[src/rtl/chop_pkg.sv]
package chop_pkg;

    typedef enum logic {
        DECAY_FAST = 1'b0,
        DECAY_SLOW = 1'b1
    } decay_e;

    typedef struct packed {
        logic [1:0] phase;
        logic       inh_n;
    } chan_out_t;

    // Route one chopping decision to either the inhibit or the phase lines.
    function automatic chan_out_t steer(input decay_e md, input logic drv,
                                        input logic [1:0] pl, input logic dis);
        chan_out_t r;
        if (dis) begin
            r.phase = 2'b00;
            r.inh_n = 1'b0;
        end else if (md == DECAY_SLOW) begin
            r.phase = pl & {2{drv}};
            r.inh_n = 1'b1;
        end else begin
            r.phase = pl;
            r.inh_n = drv;
        end
        return r;
    endfunction

endpackage

[src/rtl/chop_timebase.sv]
module chop_timebase #(
    parameter int PERIOD_W = 8,
    parameter int SYNC_LEN = 16
) (
    input  logic                clk,
    input  logic                rst,
    output logic [PERIOD_W-1:0] pos,
    output logic                period_last,
    output logic                sync_no
);
    localparam logic [PERIOD_W-1:0] LAST = {PERIOD_W{1'b1}};

    logic [PERIOD_W-1:0] pos_q;

    always_ff @(posedge clk) begin
        if (rst) pos_q <= '0;
        else if (pos_q == LAST) pos_q <= '0;
        else pos_q <= pos_q + 1'b1;
    end

    assign pos         = pos_q;
    assign period_last = (pos_q == LAST);
    assign sync_no     = !(int'(pos_q) < SYNC_LEN);

    assert_wrap_R1: assert property (@(posedge clk) disable iff (rst)
        (pos_q == LAST) |=> (pos_q == '0));
    assert_sync_start_R1: assert property (@(posedge clk) disable iff (rst)
        $fell(sync_no) |-> (pos_q == '0));
endmodule

[src/rtl/chop_sync.sv]
module chop_sync #(
    parameter int WIDTH  = 2,
    parameter int STAGES = 2
) (
    input  logic             clk,
    input  logic             rst,
    input  logic [WIDTH-1:0] d,
    output logic [WIDTH-1:0] q
);
    logic [WIDTH-1:0] stage [STAGES];

    always_ff @(posedge clk) begin
        if (rst) stage[0] <= '0;
        else stage[0] <= d;
    end

    for (genvar s = 1; s < STAGES; s++) begin : g_stage
        always_ff @(posedge clk) begin
            if (rst) stage[s] <= '0;
            else stage[s] <= stage[s-1];
        end
    end

    assign q = stage[STAGES-1];
endmodule

[src/rtl/chop_channel.sv]
module chop_channel
    import chop_pkg::*;
#(
    parameter int PERIOD_W = 8
) (
    input  logic                clk,
    input  logic                rst,
    input  logic [PERIOD_W-1:0] pos,
    input  logic                period_last,
    input  logic [PERIOD_W-1:0] blank_eff,
    input  logic                trip_s,
    input  decay_e              mode,
    input  logic [1:0]          pol,
    input  logic                dis,
    output chan_out_t           out,
    output logic                drive
);
    logic off_q;
    logic past_blank;
    logic trip_hit;

    assign past_blank = (pos >= blank_eff);
    assign trip_hit   = trip_s && past_blank;
    assign drive      = !(off_q || trip_hit);

    always_ff @(posedge clk) begin
        if (rst) off_q <= 1'b0;
        else if (period_last) off_q <= 1'b0;
        else if (trip_hit) off_q <= 1'b1;
    end

    always_comb out = steer(mode, drive, pol, dis);

    assert_stay_off_R3: assert property (@(posedge clk) disable iff (rst)
        (!drive && !period_last) |=> !drive);
    assert_restart_R2: assert property (@(posedge clk) disable iff (rst)
        (period_last && !trip_s) |=> drive || trip_s);
    assert_blank_mask_R4: assert property (@(posedge clk) disable iff (rst)
        (pos < blank_eff && pos != '0 && $past(drive)) |-> drive);
endmodule

[src/rtl/chop_core.sv]
module chop_core
    import chop_pkg::*;
#(
    parameter int NUM_CH   = 2,
    parameter int PERIOD_W = 8,
    parameter int SYNC_LEN = 16,
    parameter int BLANK_W  = 9
) (
    input  logic                  clk,
    input  logic                  rst,
    input  logic [NUM_CH-1:0]     trip_in,
    input  logic [NUM_CH-1:0]     slow_sel,
    input  logic [2*NUM_CH-1:0]   pol_in,
    input  logic [BLANK_W-1:0]    blank_len,
    input  logic                  drive_dis,
    output logic [2*NUM_CH-1:0]   phase_o,
    output logic [NUM_CH-1:0]     inh_no,
    output logic                  sync_no
);
    localparam int LAST = (1 << PERIOD_W) - 1;

    logic [PERIOD_W-1:0] pos;
    logic                period_last;
    logic [PERIOD_W-1:0] blank_eff;
    logic [NUM_CH-1:0]   trip_s;
    logic [NUM_CH-1:0]   drive;

    chop_timebase #(.PERIOD_W(PERIOD_W), .SYNC_LEN(SYNC_LEN)) u_tb (
        .clk(clk), .rst(rst), .pos(pos),
        .period_last(period_last), .sync_no(sync_no)
    );

    chop_sync #(.WIDTH(NUM_CH), .STAGES(2)) u_sync (
        .clk(clk), .rst(rst), .d(trip_in), .q(trip_s)
    );

    // Clamp so a held trip can still end the drive on the last clock.
    always_comb begin
        if (int'(blank_len) >= LAST) blank_eff = PERIOD_W'(LAST);
        else blank_eff = PERIOD_W'(blank_len);
    end

    for (genvar c = 0; c < NUM_CH; c++) begin : g_ch
        chan_out_t co;
        decay_e    md;
        assign md = slow_sel[c] ? DECAY_SLOW : DECAY_FAST;

        chop_channel #(.PERIOD_W(PERIOD_W)) u_ch (
            .clk(clk), .rst(rst), .pos(pos), .period_last(period_last),
            .blank_eff(blank_eff), .trip_s(trip_s[c]), .mode(md),
            .pol(pol_in[2*c+1:2*c]), .dis(drive_dis),
            .out(co), .drive(drive[c])
        );

        assign phase_o[2*c+1:2*c] = co.phase;
        assign inh_no[c]          = co.inh_n;

        assert_slow_inh_R7: assert property (@(posedge clk) disable iff (rst)
            (!drive_dis && slow_sel[c]) |-> inh_no[c]);
        assert_fast_phase_R6: assert property (@(posedge clk) disable iff (rst)
            (!drive_dis && !slow_sel[c]) |-> (phase_o[2*c+1:2*c] == pol_in[2*c+1:2*c]));
    end

    assert_disable_R8: assert property (@(posedge clk) disable iff (rst)
        drive_dis |-> (phase_o == '0 && inh_no == '0));
endmodule

[config.mk]
export PLATFORM = sky130hd
export DESIGN_NAME = chop_core
export DESIGN_NICKNAME = d
export VERILOG_FILES = /design/src/rtl/chop_pkg.sv /design/src/rtl/chop_timebase.sv /design/src/rtl/chop_sync.sv /design/src/rtl/chop_channel.sv /design/src/rtl/chop_core.sv
export SDC_FILE = /design/constraint.sdc
export NUM_CORES = 1
export LEC_CHECK = 0
export ABC_AREA = 1
export BUFFER_PORTS_ARGS = -buffer_cell sky130_fd_sc_hd__buf_4
export CAP_MARGIN = 15
export CORE_MARGIN = 4
export CORE_UTILIZATION = 53
export CTS_CLUSTER_SIZE = 30
export DETAILED_ROUTE_END_ITERATION = 10
export HOLD_SLACK_MARGIN = 0.15
export PLACE_DENSITY = 0.86
export SYNTH_ARGS = -nofsm -noshare
export SYNTH_HDL_FRONTEND = slang
export SYNTH_SLANG_ARGS = --single-unit
[constraint.sdc]
create_clock -name clk -period 4.07 [get_ports clk]
set_clock_uncertainty 0.15 [all_clocks]
set_input_delay 0.814 -clock clk [delete_from_list [all_inputs] [get_ports clk]]
set_output_delay 0.814 -clock clk [all_outputs]
set_load 0.005 [all_outputs]
==> Implementation_results.wiki, run 1 <==
{| class="wikitable"
! Metric !! Value
|-
| Result of the run || completed
|-
| Measured slew at the worst slew-check pin || approximately 0.41 ns
|-
| Startpoint-to-endpoint class of the critical path || input port to output port
|-
| Number of post-CTS setup repair buffers || 0
|-
| Num CTS Buffers || 3
|-
| Post-Synthesis Cells || 121
|-
| Worst R2R Setup Slack || roughly 2.2 ns
|-
| Top Ports || 27
|-
| Mapped Nets || 150
|-
| Root Buffer || clkbuf_4
|-
| Mean Syn Cell Area || 7.05 µm²
|-
| Routed WL per cell || 11.1 µm
|-
| Worst reg2reg startpoint || u_tb.pos[0]
|-
| Number of pins with negative max-slew slack in the final report || 0
|-
| Fraction of the yosys area taken by sequential cells || 32.8%
|-
| Count of standard-cell rows || 14
|-
| Number of global-route vias before repair || approximately 760
|-
| Number of flip-flops and latches in the synthesized netlist || 14
|-
| Worst Path Arrival || 2.66 ns
|-
| Number of instances in the placed design || ~160
|-
| Final setup violation count || 0
|-
| Source of the critical timing path || blank_len[4]
|-
| Core area || about 1500 µm²
|-
| Buffers added on ports || 26
|-
| Starting Density || a little under three fifths
|-
| Standby leakage power || between 0.5 and 0.6 nW
|-
| Remaining global-route overflow || 0
|-
| Fin nets || 180
|-
| Max rail drop VDD || 0.000193 V
|-
| Utilization of the core after routing || 71.7%
|-
| Max clock buf depth || 2
|-
| Die span in y || 48.1 µm
|-
| First-pass GRT wire length || 2920 µm
|-
| Area enclosed by the die boundary || 2320 µm²
|-
| Count of antenna-violating nets left after detailed routing || 0
|-
| Final HPWL from detailed placement || between 1500 and 2000 µm
|-
| Number of DRC violations after detailed-routing iteration 0 || 8
|-
| Synth cell types || 18
|-
| Synth warnings || 0
|-
| Horizontal die dimension || 48.1 µm
|-
| Achievable frequency || 276 MHz
|-
| Count of fill cells added during filler insertion || 141
|-
| Hold Vio Cnt, Final || 0
|-
| Summed negative setup slack over all endpoints || 0 ns
|-
| Endpoint required time on the critical path || slightly above 3 ns
|-
| Number of remaining DRC errors || 0
|-
| Shortest clock period the worst path allows after layout || 3.62 ns
|-
| Routed wire length || about 1800 µm
|-
| Post-Layout Inst Area || roughly 1100 µm²
|-
| Growth of design area from synthesis to finish || 26.5%
|-
| Largest net degree at the start of global routing || 10
|-
| Class of the tightest hold or removal check || register to register
|-
| CTS-repair resized insts || 0
|-
| Clock-pin slew on the worst setup and hold paths || 0.07 ns
|-
| Number of stages on the worst hold path || 2
|-
| Hold_sp || u_sync.stage[0][0]
|-
| TritonCTS clock tree || done
|-
| Critical Path Sink Type || output port
|-
| Pwr/cell area || 246 nW/µm²
|-
| Initial DRT Pass Iterations || 4
|-
| Fraction of layout cells with a size suffix above 1 || between 20% and 30%
|-
| Final GP Congestion || 0.764
|-
| Hold path endpoint || u_sync.stage[1][0]
|-
| Number of max-capacitance violations reported || 0
|-
| N_diodes || 0
|-
| Number of hold buffers added after cts || 0
|-
| Final worst path period share || 89.0%
|-
| Crit Reg-Reg Endpoint || u_tb.pos[4]
|-
| Depth of the most critical reg-to-reg path || 7
|-
| H-Tree Depth || 1
|-
| Leading cell types in the layout, fill and taps excluded || 26 x buf_4, 24 x nand2_1, 21 x inv_1, 20 x nor2_1, 14 x dfxtp_1
|-
| Commonest non-fill, non-tap cell in the layout || buf_4
|-
| Overall via count from detail_route || approximately 840
|-
| Post-synthesis cell area || 853 µm²
|-
| Tot GR Track Use || 17.8%
|-
| Total placed instance area || around 1100 µm²
|-
| Sink count of the clock tree || 14
|-
| Mean number of vias per cell || roughly 5.1
|-
| Latest clock arrival within the worst-skew pair || 0.27 ns
|-
| Sort of element at the start of the critical path || input port
|-
| Worst-path maximum fanout || 8
|-
| Slew Limit Headroom || roughly 72%
|-
| Initial antenna violation count || 0
|-
| Final Non-Filler Cells || 165
|-
| Unrepaired setup endpoints after global routing || false
|-
| Post-Route Hold Slack || 0.259 ns
|}
Yosys cell counts (all sizes together):
master,instances,area share [%]
a21o,1,0.88
a21oi,11,7.3
buf,1,1.3
dfxtp,14,33
ha,9,13
inv,21,9.2
nand2,24,11
nand3,4,2.9
nand4,2,1.5
nor2,26,13
nor3,3,2.3
o21a,1,0.88
or2,1,0.73
xor2,3,3.1
through the flow:
stage               worst slack, ns  power (mW)
floorplan                     0.865       0.170
global placement              0.534       0.193
detailed placement            0.444       0.196
CTS                           0.438       0.269
global route                  0.249       0.282
finish                        0.446       0.266
cell families after synthesis:
kind of cell | count (synthesis) | synth area share (%)
adders and majority gates | 9 | 13.2
AOI/OAI and AO/OA | 13 | 9.09
xor gates and xnor gates | 3 | 3.08
DFF | 14 | 32.8
buffers and inverters | 22 | 10.6
and+or+nand+nor | 60 | 31.2
where the power goes:
part	switching (mW)	total (mW)	internal (mW)	leakage (nW)
Combinational	0.0219	0.0472	0.0253	0.440
Sequential	0.00368	0.145	0.141	0.114
Clock	0.0393	0.0734	0.0342	0.0138
Total	0.0648	0.266	0.201	0.568
critical path: stages:
cell,delay (ns)
buf_4,0.11
nand4_1,0.09
nor2_1,0.05
nor2_1,0.08
inv_1,0.11
or2_2,0.29
ha_1,0.27
nand2_1,0.06
nor2_1,0.04
nor2_1,0.09
nand2_1,0.06
nand2_1,0.05
nand2_1,0.06
nand2_1,0.10
nand2_1,0.12
a21oi_1,0.15
buf_4,0.13
state kept, by name, indices dropped and copies added, names as in the netlist:
signal / cells
u_tb.pos: 8
u_sync.stage: 4
g_ch.u_ch.off_q: 2
per-layer routing:
layer	vias up	wire length (µm)	GRT usage [%]
met4	0	63	9.68
li1	433	-	-
met2	23	904	30.9
met1	374	768	20.5
met3	8	98	3.32
met5	-	0	0
worst max path at each step:
stage / endpoint
floorplan: inh_no[0]
global placement: phase_o[3]
detailed placement: inh_no[1]
CTS: inh_no[1]
global route: phase_o[2]
finish: phase_o[3]
cell type report:
type / count / area (µm²) / area share [%]
inverters: 21 / 78.8 / 7.30
multi-input cells: 85 / 483 / 44.7
repair buffers: 26 / 195 / 18.1
flip-flops and latches: 14 / 280 / 26.0
clock buffers: 3 / 22.5 / 2.09
well taps: 16 / 20.0 / 1.85
Power figures use the tool's default switching activity.
==> inputs of run 2 (changes only) <==
--- a/config.mk
+++ b/config.mk
@@ -13,7 +13,7 @@
 export CTS_CLUSTER_SIZE = 30
 export DETAILED_ROUTE_END_ITERATION = 10
 export HOLD_SLACK_MARGIN = 0.15
-export PLACE_DENSITY = 0.86
+export PLACE_DENSITY = 0.81
 export SYNTH_ARGS = -nofsm -noshare
 export SYNTH_HDL_FRONTEND = slang
 export SYNTH_SLANG_ARGS = --single-unit
==> Implementation_results.wiki, run 2 (synthesis results as in run 1) <==
{| class="wikitable"
! Metric !! Value
|-
| Result of the run || completed
|-
| Unrepaired setup endpoints after global routing || false
|-
| First-pass GRT wire length || around 2700 µm
|-
| Post-Route Hold Slack || 0.261 ns
|-
| Core area || roughly 1500 µm²
|-
| Number of remaining DRC errors || 0
|-
| Overall via count from detail_route || 775
|-
| Achievable frequency || 281 MHz
|-
| Count of fill cells added during filler insertion || about 120
|-
| TritonCTS clock tree || done
|-
| Number of stages on the worst hold path || 2
|-
| Worst reg2reg startpoint || u_tb.pos[0]
|-
| Sink count of the clock tree || 14
|-
| Measured slew at the worst slew-check pin || 0.415 ns
|-
| Final HPWL from detailed placement || approximately 1400 µm
|-
| Number of pins with negative max-slew slack in the final report || 0
|-
| Mean number of vias per cell || 4.67
|-
| Remaining global-route overflow || 0
|-
| Class of the tightest hold or removal check || register to register
|-
| Source of the critical timing path || blank_len[0]
|-
| Largest net degree at the start of global routing || 10
|-
| Leading cell types in the layout, fill and taps excluded || 26 x buf_4, 24 x nand2_1, 21 x inv_1, 20 x nor2_1, 14 x dfxtp_1
|-
| Count of standard-cell rows || 14
|-
| Fin nets || 180
|-
| Clock-pin slew on the worst setup and hold paths || 0.08 ns
|-
| Initial DRT Pass Iterations || 4
|-
| Number of post-CTS setup repair buffers || 0
|-
| Count of antenna-violating nets left after detailed routing || 0
|-
| Number of hold buffers added after cts || 0
|-
| Horizontal die dimension || 48.1 µm
|-
| Hold Vio Cnt, Final || 0
|-
| Commonest non-fill, non-tap cell in the layout || buf_4
|-
| Critical Path Sink Type || output port
|-
| Top Ports || 27
|-
| Slew Limit Headroom || roughly 72%
|-
| Tot GR Track Use || about 17%
|-
| Total placed instance area || about 1100 µm²
|-
| CP peak stage delay || 0.29 ns
|-
| Area enclosed by the die boundary || 2320 µm²
|-
| Worst path top cell family by delay || simple AND/OR/NAND/NOR gates
|-
| Worst-path maximum fanout || 8
|-
| Number of max-capacitance violations reported || 0
|-
| N_diodes || 0
|-
| Max rail drop VDD || 0.000298 V
|-
| Routed wire length || ~1700 µm
|-
| Slowest cell on the critical path || or2_2
|-
| Post-Layout Inst Area || 1090 µm²
|-
| Multi-input combinational cell area || a little under 500 µm²
|-
| Fraction of layout cells with a size suffix above 1 || 27.3%
|-
| Summed negative setup slack over all endpoints || 0 ns
|-
| Max clock buf depth || 2
|-
| Max FFs per register || 8
|-
| Most Frequent Cell on Critical Path || nand2_1
|-
| Final setup violation count || 0
|-
| CTS-repair resized insts || 0
|-
| Number of global-route vias before repair || just over 700
|-
| Total power after layout || 0.289 mW
|-
| Standby leakage power || roughly 0.57 nW
|-
| Worst path cell trace || buf_4, nand4_1, nor2_1, nor2_1, inv_1, or2_2, ha_1, nand2_1, nor2_1, nor2_1, nand2_1, nand2_1, nand2_1, nand2_1, nand2_1, a21oi_1, buf_4
|-
| Startpoint-to-endpoint class of the critical path || input port to output port
|-
| Num CTS Buffers || 3
|-
| Final worst path period share || between 80 and 90%
|-
| Worst R2R Setup Slack || 2.23 ns
|-
| Endpoint required time on the critical path || slightly above 3 ns
|-
| Crit Reg-Reg Endpoint || u_tb.pos[4]
|-
| Buffers added on ports || 26
|-
| Starting Density || between 50% and 60%
|-
| Worst Path Arrival || approximately 2.6 ns
|-
| Shortest clock period the worst path allows after layout || approximately 3.6 ns
|-
| Die span in y || 48.1 µm
|-
| Number of DRC violations after detailed-routing iteration 0 || 5
|-
| Footprint of the flip-flops and latches || 280 µm²
|-
| Latest clock arrival within the worst-skew pair || 0.28 ns
|-
| Pwr/cell area || 264 nW/µm²
|-
| Final GP Congestion || 0.735
|-
| Initial antenna violation count || 0
|-
| Root Buffer || clkbuf_4
|-
| Depth of the most critical reg-to-reg path || 7
|-
| H-Tree Depth || 1
|-
| Hold_sp || u_sync.stage[0][1]
|-
| Sort of element at the start of the critical path || input port
|-
| Growth of design area from synthesis to finish || 28.2%
|-
| Routed WL per cell || slightly above 10 µm
|-
| Buffers & Inverters on Critical Path || 3
|-
| Hold path endpoint || u_sync.stage[1][1]
|}
## run 2: cell types whose count changed in the layout (fill, tap and decap cells not counted)
| cell | delta |
|---|---|
| clkbuf_8 | +1 |
## run 2: worst reg2reg max path: stages (launching register included)
cell     delay (ns)
dfxtp_1        0.43
ha_1           0.24
nand3_2        0.10
nor2_2         0.13
nand2_1        0.08
nor2_2         0.11
a21o_1         0.39
nor3_1         0.08
## run 2: cell type report
type	count	area share, %
multi-input combinational	85	44.2
sequential	14	25.6
clock buffer	4	3.32
inverter	21	7.21
tap	16	1.83
timing repair buffer	26	17.8
## run 2: routing by layer
metal	vias up	part of all wire (%)	track usage (%)	wire length [µm]
met1	320	45	20.1	757
met5	-	0	0	0
li1	435	-	-	-
met3	2	6.2	3.69	105
met4	0	0.71	9.68	12
met2	18	48	27.7	811
## run 2: stage by stage
| step | worst slack, ns | std cells | utilization, % |
|---|---|---|---|
| 2_1_floorplan | 0.865 | 121 | - |
| 3_3_place_gp | 0.528 | 162 | 70.2 |
| 3_5_place_dp | 0.480 | 162 | 70.2 |
| 4_1_cts | 0.485 | 166 | 72.6 |
| 5_1_grt | 0.287 | 166 | 72.6 |
| 6_report | 0.512 | 166 | 72.6 |
## run 2: worst max path at each step
stage                 end  slack (ns)  cells after the start
2_1_floorplan   inh_no[0]        0.87                     15
6_report       phase_o[3]        0.51                     17
3_3_place_gp   phase_o[3]        0.53                     17
4_1_cts        phase_o[3]        0.48                     17
5_1_grt        phase_o[0]        0.29                     17
3_5_place_dp   phase_o[3]        0.48                     17
## run 2: where the power goes
group | internal (mW) | total [mW] | switching (mW)
clock | 0.0544 | 0.0984 | 0.0440
combinational | 0.0251 | 0.0455 | 0.0203
sequential | 0.141 | 0.145 | 0.00370
==> inputs of run 3 (changes only) <==
--- a/config.mk
+++ b/config.mk
@@ -8,7 +8,7 @@
 export ABC_AREA = 1
 export BUFFER_PORTS_ARGS = -buffer_cell sky130_fd_sc_hd__buf_4
 export CAP_MARGIN = 15
-export CORE_MARGIN = 4
+export CORE_MARGIN = 2
 export CORE_UTILIZATION = 53
 export CTS_CLUSTER_SIZE = 30
 export DETAILED_ROUTE_END_ITERATION = 10
==> Implementation_results.wiki, run 3 (synthesis results as in run 1) <==
{| class="wikitable"
! Metric !! Value
|-
| Max rail drop VDD || around 0.0002 V
|-
| Commonest non-fill, non-tap cell in the layout || buf_4
|-
| Measured slew at the worst slew-check pin || between 0.4 and 0.5 ns
|-
| Growth of design area from synthesis to finish || 28.2%
|-
| H-Tree Depth || 1
|-
| Starting Density || between 50% and 60%
|-
| Sort of element at the start of the critical path || input port
|-
| Worst path cell trace || buf_4, nand4_1, nor2_1, nor2_1, inv_1, or2_2, ha_1, nand2_1, nor2_1, nor2_1, nand2_1, nand2_1, nand2_1, nand2_1, nand2_1, a21oi_1, buf_4
|-
| Number of stages on the worst hold path || 2
|-
| Result of the run || completed
|-
| Final GP Congestion || 0.754
|-
| Slowest cell on the critical path || or2_2
|-
| Number of pins with negative max-slew slack in the final report || 0
|-
| Post-Layout Inst Area || 1090 µm²
|-
| Area enclosed by the die boundary || 1950 µm²
|-
| Depth of the most critical reg-to-reg path || 7
|-
| Latest clock arrival within the worst-skew pair || 0.28 ns
|-
| Pwr/cell area || 268 nW/µm²
|-
| Number of hold buffers added after cts || 0
|-
| Count of antenna-violating nets left after detailed routing || 0
|-
| Endpoint required time on the critical path || 3.11 ns
|-
| Routed wire length || approximately 1800 µm
|-
| Leading cell types in the layout, fill and taps excluded || 26 x buf_4, 24 x nand2_1, 21 x inv_1, 20 x nor2_1, 14 x dfxtp_1
|-
| Clock-pin slew on the worst setup and hold paths || 0.09 ns
|-
| TritonCTS clock tree || done
|-
| Worst path top cell family by delay || simple AND/OR/NAND/NOR gates
|-
| Unrepaired setup endpoints after global routing || false
|-
| Tot GR Track Use || a little over a fifth
|-
| Count of standard-cell rows || 14
|-
| Initial DRT Pass Iterations || 4
|-
| Crit Reg-Reg Endpoint || u_tb.pos[7]
|-
| Switching share of power || about a quarter
|-
| Top Ports || 27
|-
| Part of the power in the clock network || 34.5%
|-
| Worst reg2reg startpoint || u_tb.pos[0]
|-
| Max clock buf depth || 2
|-
| Startpoint-to-endpoint class of the critical path || input port to output port
|-
| Most Frequent Cell on Critical Path || nand2_1
|-
| Critical Path Sink Type || output port
|-
| Number of DRC violations after detailed-routing iteration 0 || 4
|-
| Routed WL per cell || 10.6 µm
|-
| Horizontal die dimension || 44.1 µm
|-
| Initial antenna violation count || 0
|-
| Final worst path period share || 88.6%
|-
| Final HPWL from detailed placement || approximately 1400 µm
|-
| Post-Route Hold Slack || approximately 0.26 ns
|-
| Number of max-capacitance violations reported || 0
|-
| CP peak stage delay || 0.29 ns
|-
| Buffers added on ports || 26
|-
| Number of instances in the placed design || 162
|-
| Fraction of layout cells with a size suffix above 1 || 27.3%
|-
| CTS-repair resized insts || 0
|-
| Core area || 1510 µm²
|-
| Hold path endpoint || u_sync.stage[1][1]
|-
| Shortest clock period the worst path allows after layout || 3.60 ns
|-
| Summed negative setup slack over all endpoints || 0 ns
|-
| Final setup violation count || 0
|-
| Worst-path maximum fanout || 8
|-
| Internal power consumption || 0.221 mW
|-
| Net switching power || a little over 0.07 mW
|-
| Worst Path Arrival || roughly 2.6 ns
|-
| Hold Vio Cnt, Final || 0
|-
| Overall via count from detail_route || roughly 830
|-
| Root Buffer || clkbuf_4
|-
| Max FFs per register || 8
|-
| Fraction of power consumed by sequential logic || approximately half
|-
| Mean number of vias per cell || 5.01
|-
| First-pass GRT wire length || 3110 µm
|-
| Largest net degree at the start of global routing || 10
|-
| Remaining global-route overflow || 0
|-
| Number of remaining DRC errors || 0
|-
| Utilization of the core after routing || around 73%
|-
| Number of global-route vias before repair || 808
|-
| Slew Limit Headroom || 70.8%
|-
| Standby leakage power || 0.575 nW
|-
| Total placed instance area || approximately 1100 µm²
|-
| Hold_sp || u_sync.stage[0][1]
|-
| Number of post-CTS setup repair buffers || 0
|-
| Die span in y || 44.1 µm
|-
| Num CTS Buffers || 3
|-
| Fin nets || 180
|-
| Class of the tightest hold or removal check || register to register
|-
| Buffers & Inverters on Critical Path || 3
|-
| Achievable frequency || between 200 and 300 MHz
|-
| Gate power share || between 15 and 20%
|-
| Worst R2R Setup Slack || 2.23 ns
|-
| Final Non-Filler Cells || 166
|-
| Sink count of the clock tree || 14
|-
| N_diodes || 0
|}
-- run 3: how the worst max path moves through the flow --
stage                            end         start  cells past startpoint  slack (ns)
after floorplan            inh_no[0]  blank_len[0]                     15        0.87
after global placement    phase_o[3]  blank_len[0]                     17        0.54
after detailed placement  phase_o[3]  blank_len[0]                     17        0.46
after CTS                 phase_o[3]  blank_len[0]                     17        0.46
after global routing      phase_o[3]  blank_len[4]                     17        0.21
final                     phase_o[3]  blank_len[3]                     17        0.47
-- run 3: through the flow --
step / worst slack (ns) / power [mW]
final: 0.465 / 0.293
after global routing: 0.206 / 0.306
after CTS: 0.456 / 0.293
after detailed placement: 0.460 / 0.195
after global placement: 0.538 / 0.192
after floorplan: 0.865 / 0.170
-- run 3: worst register-to-register path, cell delays in order, from the launching register on --
cell and delay, ns:
dfxtp_1 0.41, ha_1 0.23, nand3_2 0.10, nor2_2 0.15
nand2_1 0.08, nor2_2 0.11, a21o_1 0.40, nor2_1 0.08
-- run 3: area by class of cell --
type                       instances  area [µm²]
inverter                          21        78.8
multi-input combinational         85         483
sequential                        14         280
timing repair buffer              26         195
tap                               16        20.0
clock buffer                       4        36.3
fill                             123         413
-- run 3: routing by layer --
metal | part of all wire, % | global-route usage, % | up-vias
met5 | 0 | 0 | -
li1 | - | - | 436
met4 | 0.85 | 7.27 | 0
met2 | 50 | 40.0 | 24
met3 | 5.4 | 1.63 | 4
met1 | 44 | 24.0 | 368
-- run 3: power groups by stage --
stage               combinational, mW  sequential [mW]  clock (mW)
floorplan                      0.0232            0.147           0
global placement               0.0448            0.148           0
detailed placement             0.0470            0.148           0
CTS                            0.0475            0.145       0.101
global route                   0.0535            0.145       0.107
finish                         0.0470            0.145       0.101
